$ cat src/rtl/dir_upd_pkg.sv
package dir_upd_pkg;

  typedef enum logic [1:0] {
    ST_ABSENT = 2'd0,
    ST_SHARED = 2'd1,
    ST_EXCL   = 2'd2,
    ST_PEND   = 2'd3
  } line_state_e;

  // incoming kinds
  localparam logic [3:0] K_RD_MISS      = 4'd0;
  localparam logic [3:0] K_WR_MISS      = 4'd1;
  localparam logic [3:0] K_WR_WORD      = 4'd2;
  localparam logic [3:0] K_REPLACE      = 4'd3;
  localparam logic [3:0] K_REPLACE_DATA = 4'd4;
  localparam logic [3:0] K_LINE_UPD     = 4'd5;
  localparam logic [3:0] K_UPD_BOUNCE   = 4'd6;

  // outgoing kinds
  localparam logic [3:0] O_SH_REPLY  = 4'd1;
  localparam logic [3:0] O_WR_ACK    = 4'd2;
  localparam logic [3:0] O_UPD_WORD  = 4'd3;
  localparam logic [3:0] O_WB        = 4'd4;
  localparam logic [3:0] O_WB_UPD    = 4'd5;
  localparam logic [3:0] O_RM_BOUNCE = 4'd6;
  localparam logic [3:0] O_WM_BOUNCE = 4'd7;
  localparam logic [3:0] O_WW_BOUNCE = 4'd8;
  localparam logic [3:0] O_REPL_ACK  = 4'd9;
  localparam logic [3:0] O_EX_REPLY  = 4'd10;
  localparam logic [3:0] O_UPD_ACK   = 4'd11;

endpackage

$ cat src/rtl/dir_presence.sv
module dir_presence #(
  parameter int N     = 4,
  parameter int SRC_W = 2,
  parameter int CNT_W = 3
) (
  input  logic             clk,
  input  logic             rst,
  input  logic             set_en,
  input  logic             clr_en,
  input  logic [SRC_W-1:0] idx,
  output logic [N-1:0]     vec,
  output logic [N-1:0]     others,
  output logic [CNT_W-1:0] others_cnt,
  output logic [SRC_W-1:0] owner,
  output logic             hit,
  output logic             rest_empty
);

  logic [N-1:0] sel;

  always_comb begin
    sel      = '0;
    sel[idx] = 1'b1;
  end

  always_ff @(posedge clk) begin
    if (rst)         vec      <= '0;
    else if (set_en) vec[idx] <= 1'b1;
    else if (clr_en) vec[idx] <= 1'b0;
  end

  assign others     = vec & ~sel;
  assign hit        = vec[idx];
  assign rest_empty = (others == '0);

  always_comb begin
    others_cnt = '0;
    for (int i = 0; i < N; i++) others_cnt = others_cnt + CNT_W'(others[i]);
  end

  always_comb begin
    owner = '0;
    for (int i = N - 1; i >= 0; i--) if (vec[i]) owner = SRC_W'(i);
  end

  AST_SET_CLR_EXCL: assert property (@(posedge clk) disable iff (rst)
    !(set_en && clr_en));

  AST_CLR_TAKES: assert property (@(posedge clk) disable iff (rst)
    clr_en |=> !vec[$past(idx)]);

endmodule

$ cat src/rtl/dir_line_store.sv
module dir_line_store #(
  parameter int WORDS  = 4,
  parameter int DATA_W = 16,
  parameter int OFF_W  = 2,
  localparam int LINE_W = WORDS * DATA_W
) (
  input  logic              clk,
  input  logic              rst,
  input  logic              we_word,
  input  logic [OFF_W-1:0]  wr_off,
  input  logic [DATA_W-1:0] wr_word,
  input  logic              we_line,
  input  logic [LINE_W-1:0] wr_line,
  input  logic [OFF_W-1:0]  rd_off,
  output logic [DATA_W-1:0] rd_word,
  output logic [LINE_W-1:0] line,
  output logic [LINE_W-1:0] mrg_line
);

  logic [DATA_W-1:0] mem [WORDS];

  always_ff @(posedge clk) begin
    if (rst) begin
      for (int i = 0; i < WORDS; i++) mem[i] <= '0;
    end else if (we_line) begin
      for (int i = 0; i < WORDS; i++) mem[i] <= wr_line[i*DATA_W +: DATA_W];
    end else if (we_word) begin
      mem[wr_off] <= wr_word;
    end
  end

  assign rd_word = mem[rd_off];

  for (genvar g = 0; g < WORDS; g++) begin : g_flat
    assign line[g*DATA_W +: DATA_W]     = mem[g];
    assign mrg_line[g*DATA_W +: DATA_W] = (wr_off == OFF_W'(g)) ? wr_word : mem[g];
  end

  AST_LINE_HOLDS: assert property (@(posedge clk) disable iff (rst)
    (!we_word && !we_line) |=> $stable(line));

  AST_WORD_LANDS: assert property (@(posedge clk) disable iff (rst)
    (we_word && !we_line) |=> mem[$past(wr_off)] == $past(wr_word));

endmodule

$ cat src/rtl/dir_fanout.sv
module dir_fanout #(
  parameter int N     = 4,
  parameter int SRC_W = 2,
  parameter int OFF_W = 2
) (
  input  logic             clk,
  input  logic             rst,
  input  logic             load,
  input  logic [N-1:0]     load_mask,
  input  logic [SRC_W-1:0] load_writer,
  input  logic [OFF_W-1:0] load_off,
  output logic             busy,
  output logic [SRC_W-1:0] dst,
  output logic [SRC_W-1:0] writer,
  output logic [OFF_W-1:0] off
);

  logic [N-1:0] mask;
  logic [N-1:0] lowbit;

  assign lowbit = mask & (~mask + {{(N-1){1'b0}}, 1'b1});
  assign busy   = (mask != '0);

  always_comb begin
    dst = '0;
    for (int i = N - 1; i >= 0; i--) if (mask[i]) dst = SRC_W'(i);
  end

  always_ff @(posedge clk) begin
    if (rst) begin
      mask   <= '0;
      writer <= '0;
      off    <= '0;
    end else if (load) begin
      mask   <= load_mask;
      writer <= load_writer;
      off    <= load_off;
    end else if (busy) begin
      mask   <= mask & ~lowbit;
    end
  end

  AST_FANOUT_DRAINS: assert property (@(posedge clk) disable iff (rst)
    busy |=> ($countones(mask) + 1) == $past($countones(mask)));

  AST_NO_RELOAD: assert property (@(posedge clk) disable iff (rst)
    busy |-> !load);

endmodule

$ cat src/rtl/dir_update_ctrl.sv
module dir_update_ctrl
  import dir_upd_pkg::*;
#(
  parameter int N_CACHES   = 4,
  parameter int LINE_WORDS = 4,
  parameter int DATA_W     = 16,
  localparam int SRC_W  = (N_CACHES > 1) ? $clog2(N_CACHES) : 1,
  localparam int CNT_W  = $clog2(N_CACHES + 1),
  localparam int OFF_W  = (LINE_WORDS > 1) ? $clog2(LINE_WORDS) : 1,
  localparam int LINE_W = LINE_WORDS * DATA_W
) (
  input  logic              clk,
  input  logic              rst,
  input  logic              in_valid,
  output logic              in_ready,
  input  logic [3:0]        in_kind,
  input  logic [SRC_W-1:0]  in_src,
  input  logic [SRC_W-1:0]  in_peer,
  input  logic [OFF_W-1:0]  in_off,
  input  logic [DATA_W-1:0] in_word,
  input  logic [LINE_W-1:0] in_line,
  output logic              rq_valid,
  output logic [3:0]        rq_kind,
  output logic [SRC_W-1:0]  rq_dst,
  output logic [SRC_W-1:0]  rq_peer,
  output logic [OFF_W-1:0]  rq_off,
  output logic [DATA_W-1:0] rq_word,
  output logic [LINE_W-1:0] rq_line,
  output logic [CNT_W-1:0]  rq_count,
  output logic              rp_valid,
  output logic [3:0]        rp_kind,
  output logic [SRC_W-1:0]  rp_dst,
  output logic [LINE_W-1:0] rp_line
);

  line_state_e st, st_n;

  logic set_en, clr_en, we_word, we_line, fo_load;
  logic [N_CACHES-1:0] sh_vec, sh_others;
  logic [CNT_W-1:0]    sh_cnt;
  logic [SRC_W-1:0]    sh_owner;
  logic                sh_hit, sh_rest_empty;

  logic [OFF_W-1:0]  rd_off;
  logic [DATA_W-1:0] rd_word;
  logic [LINE_W-1:0] cur_line, mrg_line;

  logic             fo_busy;
  logic [SRC_W-1:0] fo_dst, fo_writer;
  logic [OFF_W-1:0] fo_off;

  logic              rq_v_n, rp_v_n;
  logic [3:0]        rq_k_n, rp_k_n;
  logic [SRC_W-1:0]  rq_dst_n, rq_peer_n, rp_dst_n;
  logic [OFF_W-1:0]  rq_off_n;
  logic [DATA_W-1:0] rq_word_n;
  logic [LINE_W-1:0] rq_line_n, rp_line_n;
  logic [CNT_W-1:0]  rq_cnt_n;

  dir_presence #(.N(N_CACHES), .SRC_W(SRC_W), .CNT_W(CNT_W)) i_presence (
    .clk(clk), .rst(rst), .set_en(set_en), .clr_en(clr_en), .idx(in_src),
    .vec(sh_vec), .others(sh_others), .others_cnt(sh_cnt), .owner(sh_owner),
    .hit(sh_hit), .rest_empty(sh_rest_empty)
  );

  dir_line_store #(.WORDS(LINE_WORDS), .DATA_W(DATA_W), .OFF_W(OFF_W)) i_store (
    .clk(clk), .rst(rst), .we_word(we_word), .wr_off(in_off), .wr_word(in_word),
    .we_line(we_line), .wr_line(in_line), .rd_off(rd_off), .rd_word(rd_word),
    .line(cur_line), .mrg_line(mrg_line)
  );

  dir_fanout #(.N(N_CACHES), .SRC_W(SRC_W), .OFF_W(OFF_W)) i_fanout (
    .clk(clk), .rst(rst), .load(fo_load), .load_mask(sh_others),
    .load_writer(in_src), .load_off(in_off), .busy(fo_busy),
    .dst(fo_dst), .writer(fo_writer), .off(fo_off)
  );

  assign in_ready = !fo_busy;
  assign rd_off   = fo_busy ? fo_off : in_off;

  always_comb begin
    st_n = st;
    set_en = 1'b0; clr_en = 1'b0; we_word = 1'b0; we_line = 1'b0; fo_load = 1'b0;
    rq_v_n = 1'b0; rq_k_n = rq_kind; rq_dst_n = rq_dst; rq_peer_n = rq_peer;
    rq_off_n = rq_off; rq_word_n = rq_word; rq_line_n = rq_line; rq_cnt_n = rq_count;
    rp_v_n = 1'b0; rp_k_n = rp_kind; rp_dst_n = rp_dst; rp_line_n = rp_line;

    if (fo_busy) begin
      rq_v_n    = 1'b1;
      rq_k_n    = O_UPD_WORD;
      rq_dst_n  = fo_dst;
      rq_peer_n = fo_writer;
      rq_off_n  = fo_off;
      rq_word_n = rd_word;
      rq_cnt_n  = '0;
    end else if (in_valid) begin
      rq_dst_n  = in_src;
      rq_peer_n = in_peer;
      rq_off_n  = in_off;
      rq_word_n = in_word;
      rq_line_n = cur_line;
      rq_cnt_n  = '0;
      rp_dst_n  = in_src;
      rp_line_n = cur_line;
      case (in_kind)
        K_RD_MISS: begin
          case (st)
            ST_ABSENT: begin
              set_en = 1'b1; st_n = ST_EXCL;
              rp_v_n = 1'b1; rp_k_n = O_EX_REPLY;
            end
            ST_SHARED: begin
              set_en = 1'b1;
              rq_v_n = 1'b1; rq_k_n = O_SH_REPLY;
            end
            ST_EXCL: begin
              set_en = 1'b1; st_n = ST_PEND;
              rq_v_n = 1'b1; rq_k_n = O_WB; rq_dst_n = sh_owner;
            end
            default: begin
              rq_v_n = 1'b1; rq_k_n = O_RM_BOUNCE;
            end
          endcase
        end
        K_WR_MISS: begin
          case (st)
            ST_ABSENT: begin
              set_en = 1'b1; we_word = 1'b1; st_n = ST_EXCL;
              rp_v_n = 1'b1; rp_k_n = O_EX_REPLY; rp_line_n = mrg_line;
            end
            ST_SHARED: begin
              set_en = 1'b1; we_word = 1'b1; fo_load = 1'b1;
              rq_v_n = 1'b1; rq_k_n = O_SH_REPLY; rq_line_n = mrg_line;
              rq_cnt_n = sh_cnt;
            end
            ST_EXCL: begin
              set_en = 1'b1; we_word = 1'b1; st_n = ST_PEND;
              rq_v_n = 1'b1; rq_k_n = O_WB_UPD; rq_dst_n = sh_owner;
            end
            default: begin
              rq_v_n = 1'b1; rq_k_n = O_WM_BOUNCE;
            end
          endcase
        end
        K_WR_WORD: begin
          if (st == ST_SHARED) begin
            we_word = 1'b1; fo_load = 1'b1;
            rq_v_n = 1'b1; rq_k_n = O_WR_ACK; rq_cnt_n = sh_cnt;
          end else if (st == ST_PEND) begin
            rq_v_n = 1'b1; rq_k_n = O_WW_BOUNCE;
          end
        end
        K_REPLACE, K_REPLACE_DATA: begin
          clr_en  = 1'b1;
          we_line = (in_kind == K_REPLACE_DATA);
          rq_v_n  = 1'b1; rq_k_n = O_REPL_ACK;
          if (st != ST_PEND && sh_rest_empty) st_n = ST_ABSENT;
        end
        K_LINE_UPD: begin
          if (st == ST_PEND) begin
            we_line = 1'b1; st_n = ST_SHARED;
          end
        end
        K_UPD_BOUNCE: begin
          if (sh_hit) begin
            rq_v_n = 1'b1; rq_k_n = O_UPD_WORD; rq_word_n = rd_word;
          end else begin
            rp_v_n = 1'b1; rp_k_n = O_UPD_ACK; rp_dst_n = in_peer;
          end
        end
        default: ;
      endcase
    end
  end

  always_ff @(posedge clk) begin
    if (rst) begin
      st       <= ST_ABSENT;
      rq_valid <= 1'b0; rq_kind <= '0; rq_dst <= '0; rq_peer <= '0;
      rq_off   <= '0;   rq_word <= '0; rq_line <= '0; rq_count <= '0;
      rp_valid <= 1'b0; rp_kind <= '0; rp_dst <= '0; rp_line <= '0;
    end else begin
      st       <= st_n;
      rq_valid <= rq_v_n; rq_kind <= rq_k_n; rq_dst <= rq_dst_n; rq_peer <= rq_peer_n;
      rq_off   <= rq_off_n; rq_word <= rq_word_n; rq_line <= rq_line_n; rq_count <= rq_cnt_n;
      rp_valid <= rp_v_n; rp_kind <= rp_k_n; rp_dst <= rp_dst_n; rp_line <= rp_line_n;
    end
  end

  AST_ABSENT_NO_SHARERS: assert property (@(posedge clk) disable iff (rst)
    (st == ST_ABSENT) |-> (sh_vec == '0));

  AST_EXCL_SINGLE: assert property (@(posedge clk) disable iff (rst)
    (st == ST_EXCL) |-> ($countones(sh_vec) == 1));

  AST_PEND_HAS_SHARER: assert property (@(posedge clk) disable iff (rst)
    (st == ST_PEND) |-> (sh_vec != '0));

  AST_UPD_TO_HOLDER: assert property (@(posedge clk) disable iff (rst)
    (rq_valid && rq_kind == O_UPD_WORD) |-> sh_vec[rq_dst]);

  AST_NO_SELF_UPDATE: assert property (@(posedge clk) disable iff (rst)
    (rq_valid && rq_kind == O_UPD_WORD) |-> (rq_dst != rq_peer));

  AST_ONE_CHANNEL: assert property (@(posedge clk) disable iff (rst)
    !(rq_valid && rp_valid));

endmodule

$ cat config.mk
export PLATFORM = sky130hd
export DESIGN_NAME = dir_update_ctrl
export DESIGN_NICKNAME = d
export VERILOG_FILES = /design/src/rtl/dir_upd_pkg.sv /design/src/rtl/dir_presence.sv /design/src/rtl/dir_line_store.sv /design/src/rtl/dir_fanout.sv /design/src/rtl/dir_update_ctrl.sv
export SDC_FILE = /design/constraint.sdc
export NUM_CORES = 1
export LEC_CHECK = 0
export ABC_AREA = 1
export BUFFER_PORTS_ARGS = -buffer_cell sky130_fd_sc_hd__buf_2
export CAP_MARGIN = 10
export CORE_AREA = 2 2 168 170
export CTS_CLUSTER_DIAMETER = 80
export CTS_CLUSTER_SIZE = 28
export DETAILED_ROUTE_END_ITERATION = 12
export DIE_AREA = 0 0 170 172
export PLACE_DENSITY = 0.67
export SYNTH_ARGS = -nofsm -noshare
export SYNTH_HDL_FRONTEND = slang
export SYNTH_SLANG_ARGS = --single-unit
export TNS_END_PERCENT = 1
$ cat constraint.sdc
create_clock -name clk -period 4.5 [get_ports clk]
set_input_delay 0.225 -clock clk [delete_from_list [all_inputs] [get_ports clk]]
set_output_delay 0.225 -clock clk [all_outputs]
set_load 0.01 [all_outputs]
## Yosys cells after proc, flatten, opt, wreduce, memory -nomap -nowiden

Memory sizes are Yosys's and may differ from the RTL's.
Index checks and enable logic that the tools add are counted.
Widths: inputs -> output; s select.

| word-level totals | value |
|---|---|
| register bits | 179 |
| logic and storage cells | 190 |
| output and inout bits | 166 |
| bits in writable memories | 64 |
| memories | 1 |
| input bits | 93 |

Memory list:

| memory | depth | bits a word | rd ports | clocked after memory_dff | wr ports | line | text |
|---|---|---|---|---|---|---|---|
| i_store.mem | 4 | 16 | 5 | 0 | 4 | dir_line_store.sv:20 | `logic [DATA_W-1:0] mem [WORDS];` |

| operators by class | value |
|---|---|
| equality and inequality tests | 26 |
| $add $sub $neg | 4 |
| order comparisons | 2 |
| bitwise logic cells | 13 |
| multiplexer cells | 99 |
| reductions and logical operators | 27 |

Operator list:

| operator | number |
|---|---|
| $mux 64 | 4 |
| $mux 16 | 13 |
| $mux 2 | 24 |
| $mux 4 | 9 |
| $mux 1 | 35 |
| $pmux 4 s3 | 2 |
| $pmux 4 s5 | 1 |
| $reduce_and 6->1 | 3 |
| $reduce_or 16->1 | 1 |
| $and 4x4->4 | 3 |
| $eq 4x3->1 const B | 3 |
| $ne 2x2->1 const B | 6 |
| $not 4->4 | 3 |
| $ne 3x3->1 const B | 3 |
| $eq 2x2->1 const B | 4 |
| $eq 4x2->1 const B | 2 |
| $logic_not 4->1 | 2 |
| $pmux 4 s2 | 1 |
| $reduce_bool 2->1 | 4 |
| $reduce_or 2->1 | 4 |
| $add 3x1->3 | 2 |
| $mux 3 | 2 |
| $pmux 1 s2 | 3 |
| $pmux 2 s3 | 1 |
| other kinds (27) | 36 |

## Depth between registers and ports, before layout

| logic depth | value |
|---|---|
| depth in word-level cells | 12 |
| gate-level depth with buffers | 12 |
| gate-level depth less buffers | 11 |

## Cells and area by module

A second synthesis with hierarchy kept.

| unflattened totals | value |
|---|---|
| cells, all modules | 1892 |
| area, all modules | 13222.7 um^2 |

By module, submodules not included:

| module | area an instance (um^2) | times used | cells an instance | seq. area each (um^2) |
|---|---|---|---|---|
| dir_update_ctrl | 8197.9 | 1 | 1170 | 3303.2 |
| dir_line_store | 4341.7 | 1 | 624 | 1921.8 |
| dir_fanout | 364.1 | 1 | 47 | 160.2 |
| dir_presence | 319.1 | 1 | 51 | 80.1 |

## Worst setup path after synthesis

OpenSTA, ideal clock, no wires.

| timing | value |
|---|---|
| kind | register to register |
| start | register st[0] |
| end | memory i_store.mem[0][0], enable pin |
| path buffers | 1 |
| data arrival time | 1806 ps |
| path slack | 2322 ps |
| data required time | 4128 ps |
| stages on the path, launching flop included | 10 |
| library setup time | 372 ps |
| period minus slack after synthesis | 2178 ps |
| cells stage by stage | dfxtp_1 ha_1 inv_1 nand2_1 nand3_1 nor2_1 nor2_4 nand3_2 buf_4 nand2_1 |

RTL lines:

| item | line | text |
|---|---|---|
| from (decl) | dir_update_ctrl.sv:36 | `line_state_e st, st_n;` |
| from (signal assigned) | dir_update_ctrl.sv:183 | `st <= st_n;` |
| to (decl) | dir_line_store.sv:20 |  |

==> impl_metrics.py <==
metrics = {
    "sta": {
        "fin_skew_ps": 33.0,
        "slew_violations": 0,
        "finalHoldViolCount": 0,
        "fmax_mhz": 323,
        "worst_slew_margin_rel_pct": 33.2,
        "period_minus_slack_ps": 3100,
        "finalSetupTns_ps": 0,
        "min_period_over_period_pct": 68.8,
        "setup_viol": 0,
        "rsz0062_at_grt": "false",
        "worst_pin_slew_ps": 1000,
    },
    "pwr": {
        "ir_drop_mv": 0.239,
        "power.leakage_nw": 6.11,
        "power_density_nw_per_um2": 336,
        "power_w": 0.00468,
    },
    "clocking": {
        "cts_root_buf": "clkbuf_16",
        "cts_made_buffers": 15,
        "worstSkewPairLatency_ps": 520,
        "hold_buffers": 0,
        "post-cts-setup-buffer-count": 0,
        "htreeDepth": 1,
        "cts_sinks": 241,
        "clk_pin_slew_ps": 110,
        "cts_resized": 0,
        "clk_path_buf_depth": 3,
        "tritoncts": "done",
    },
    "routing": {
        "routed_wl_um": 43400,
        "avgViaCountPerCell": 5.81,
        "drc": 0,
        "ant_nets": 0,
        "vias": 12700,
        "drtPass1Iterations": 6,
        "drtIter0Drc": 1279,
        "avgRoutedWirePerCell_um": 19.9,
    },
    "final_layout": {
        "antenna_cells": 0,
        "drive_above_1_share_pct": 18.1,
        "final_nets": 1933,
        "area_growth_pct": 14.9,
        "nFillCells": 2806,
    },
    "worst_setup_path": {
        "worstPathArrival_ps": 3230,
        "cp_max_fo": 51,
        "worst_setup_path_end_kind": "register",
        "r2r_cells": 8,
        "path_cells": "nor2_4, nand2_4, nor2_8, inv_4, nor2_1, nor2_4, nand3_2, nand2_1",
        "start_kind": "register",
        "path_delay_family": "simple AND/OR/NAND/NOR gates",
        "path_depth": 8,
        "path_buf_inv": 1,
        "cp_slowest_cell": "nand2_1",
        "critical_path_required_ps": 4630,
        "worstSetupPathType": "reg -> reg",
        "slowest_delay_ps": 620,
        "crit_path_frequent_cell": "nor2_4",
    },
    "status": {
        "status": "complete, no violations",
    },
    "yosys": {
        "synth_cell_type_count": 38,
        "avgSynthCellArea_um2": 7.29,
        "syn_area_um2": 12100,
        "synthFlopType": "dfxtp_1",
        "async_flop_share_pct": 0,
        "netlist_instances": 1663,
        "synth_seq_cells": 241,
        "synth.yosys.seq_area_share_pct": 45.1,
        "synth_nets": 1765,
        "yosysWarningCount": 0,
        "synth_enable_flop_cells": 64,
    },
    "floorplanning": {
        "rows": 61,
        "core_area_um2": 27500,
        "io_pins": 259,
        "initial_core_util_pct": 44.1,
        "die_h_um": 172,
        "dieArea_um2": 29200,
        "fp.dieW_um": 170,
    },
    "placed_design": {
        "dp_hpwl_um": 29900,
        "gp_congestion": 0.957,
        "numPortBuffers": 257,
    },
    "grt": {
        "grt_overflow_total": 0,
        "antenna_found_initial": 0,
        "grt_start_max_net_pins": 144,
        "grt_pass1_wl_um": 64900,
        "grt_pass1_vias": 11400,
        "grt_usage_pct": 28.7,
    },
    "worst_hold_path": {
        "holdCritPathClass": "in -> reg",
        "hold_depth": 3,
    },
    "run": {
        "timing.max_cap.violations": 0,
    },
}
==> worst reg2reg max path: stages, from the launching register on <==
cell,delay (ps)
dfxtp_1,430
nor2_4,90
nand2_4,200
nor2_8,90
inv_4,480
nor2_1,180
nor2_4,300
nand3_2,360
nand2_1,620
==> metrics by stage <==
| stage | instance area (um^2) | cells | hold WS (ps) | setup WS, ps | util [%] |
|---|---|---|---|---|---|
| finish | 13900 | 2185 | 10.6 | 1400 | 50.7 |
| global route | 13900 | 2185 | 14.9 | 1170 | 50.7 |
| CTS | 13900 | 2184 | 3.49 | 1450 | 50.6 |
| detailed placement | 13400 | 2159 | 452 | 1470 | 48.8 |
| global placement | 13400 | 2159 | 446 | 1530 | 48.8 |
| floorplan | 12100 | 1663 | 374 | 2320 | - |
==> placed cells by master, fill, tap and decap left out, types with 2 or more instances in the layout <==
master / instances
nand2_1: 390
o21ai_0: 267
buf_2: 257
dfxtp_1: 177
a21oi_1: 165
inv_1: 118
nand3_1: 118
nor2_1: 64
edfxtp_1: 64
a31oi_1: 52
o21ai_1: 50
o211ai_1: 19
clkbuf_16: 15
buf_4: 14
ha_1: 8
inv_2: 7
nand2_2: 6
nor2_2: 5
nor2_4: 4
nor3_1: 4
nand3b_2: 3
nand4_1: 3
inv_6: 3
clkinv_8: 3
o21bai_1: 2
or2_2: 2
o21ai_2: 2
buf_12: 2
==> area by class of cell <==
class	count	area, um^2	share of cell area (%)
multi-input cells	1173	5610	40.3
flip-flops and latches	241	5470	39.2
repair buffers	273	1430	10.3
inverters	127	480	3.45
well taps	346	433	3.11
clock buffers	16	379	2.72
clock inverters	9	129	0.925
==> sequential cells by signal, indices dropped and copies added (netlist names), named ones only <==
name and flops:
rq_count 3, rq_off 2, i_fanout.off 2, rp_dst 2, rq_valid 1, rq_line 64, i_fanout.writer 2, st 2
rq_word 16, rq_dst 2, i_fanout.mask 4, rq_peer 2, rp_kind 2, i_store.mem 64, rq_kind 4, rp_valid 1
rp_line 64
==> per-layer routing <==
layer / vias to the layer above / GRT usage [%] / share of wire [%]
met5: - / 0 / 0
met4: 0 / 13.8 / 4.8
met3: 107 / 3.80 / 8.6
met2: 660 / 45.6 / 45
met1: 5956 / 38.9 / 42
li1: 5970 / - / -
==> logic make-up (layout without fill, tap and decap cells) <==
kind of cell / Yosys count / after routing / synth area share (%)
AO/OA/AOI/OAI: 560 / 560 / 24.2
adder cells (fa/ha/maj): 9 / 9 / 0.991
buffers and inverters: 249 / 425 / 8.71
flip-flops: 241 / 241 / 45.1
other: 1 / 1 / 0.0309
AND/OR/NAND/NOR: 603 / 603 / 21.0
==> cells in the mapped netlist, types with 43 or more instances <==
library cell	count	share of area (%)
inv_1	119	3.7
nor2_1	65	2.0
o21ai_1	50	2.1
edfxtp_1	64	16
buf_2	43	1.8
o21ai_0	267	11
nand2_1	391	12
nand3_1	118	4.9
clkbuf_1	60	1.9
a21oi_1	165	6.8
a31oi_1	52	2.7
dfxtp_1	177	29
==> path summary, 6_finish.rpt <==
path         slack (ps)             start            endpoint
max reg2reg        1400  i_fanout.mask[2]  i_store.mem[0][10]
min                  10       in_line[52]   i_store.mem[3][4]
min reg2reg         460        rp_kind[0]          rp_kind[0]
max                1400  i_fanout.mask[2]  i_store.mem[0][10]
==> power breakdown <==
group	switching, W	internal (W)
sequential	0.0000992	0.00235
combinational	0.000458	0.000225
clock	0.000843	0.000714
Power figures use the tool's default switching activity.
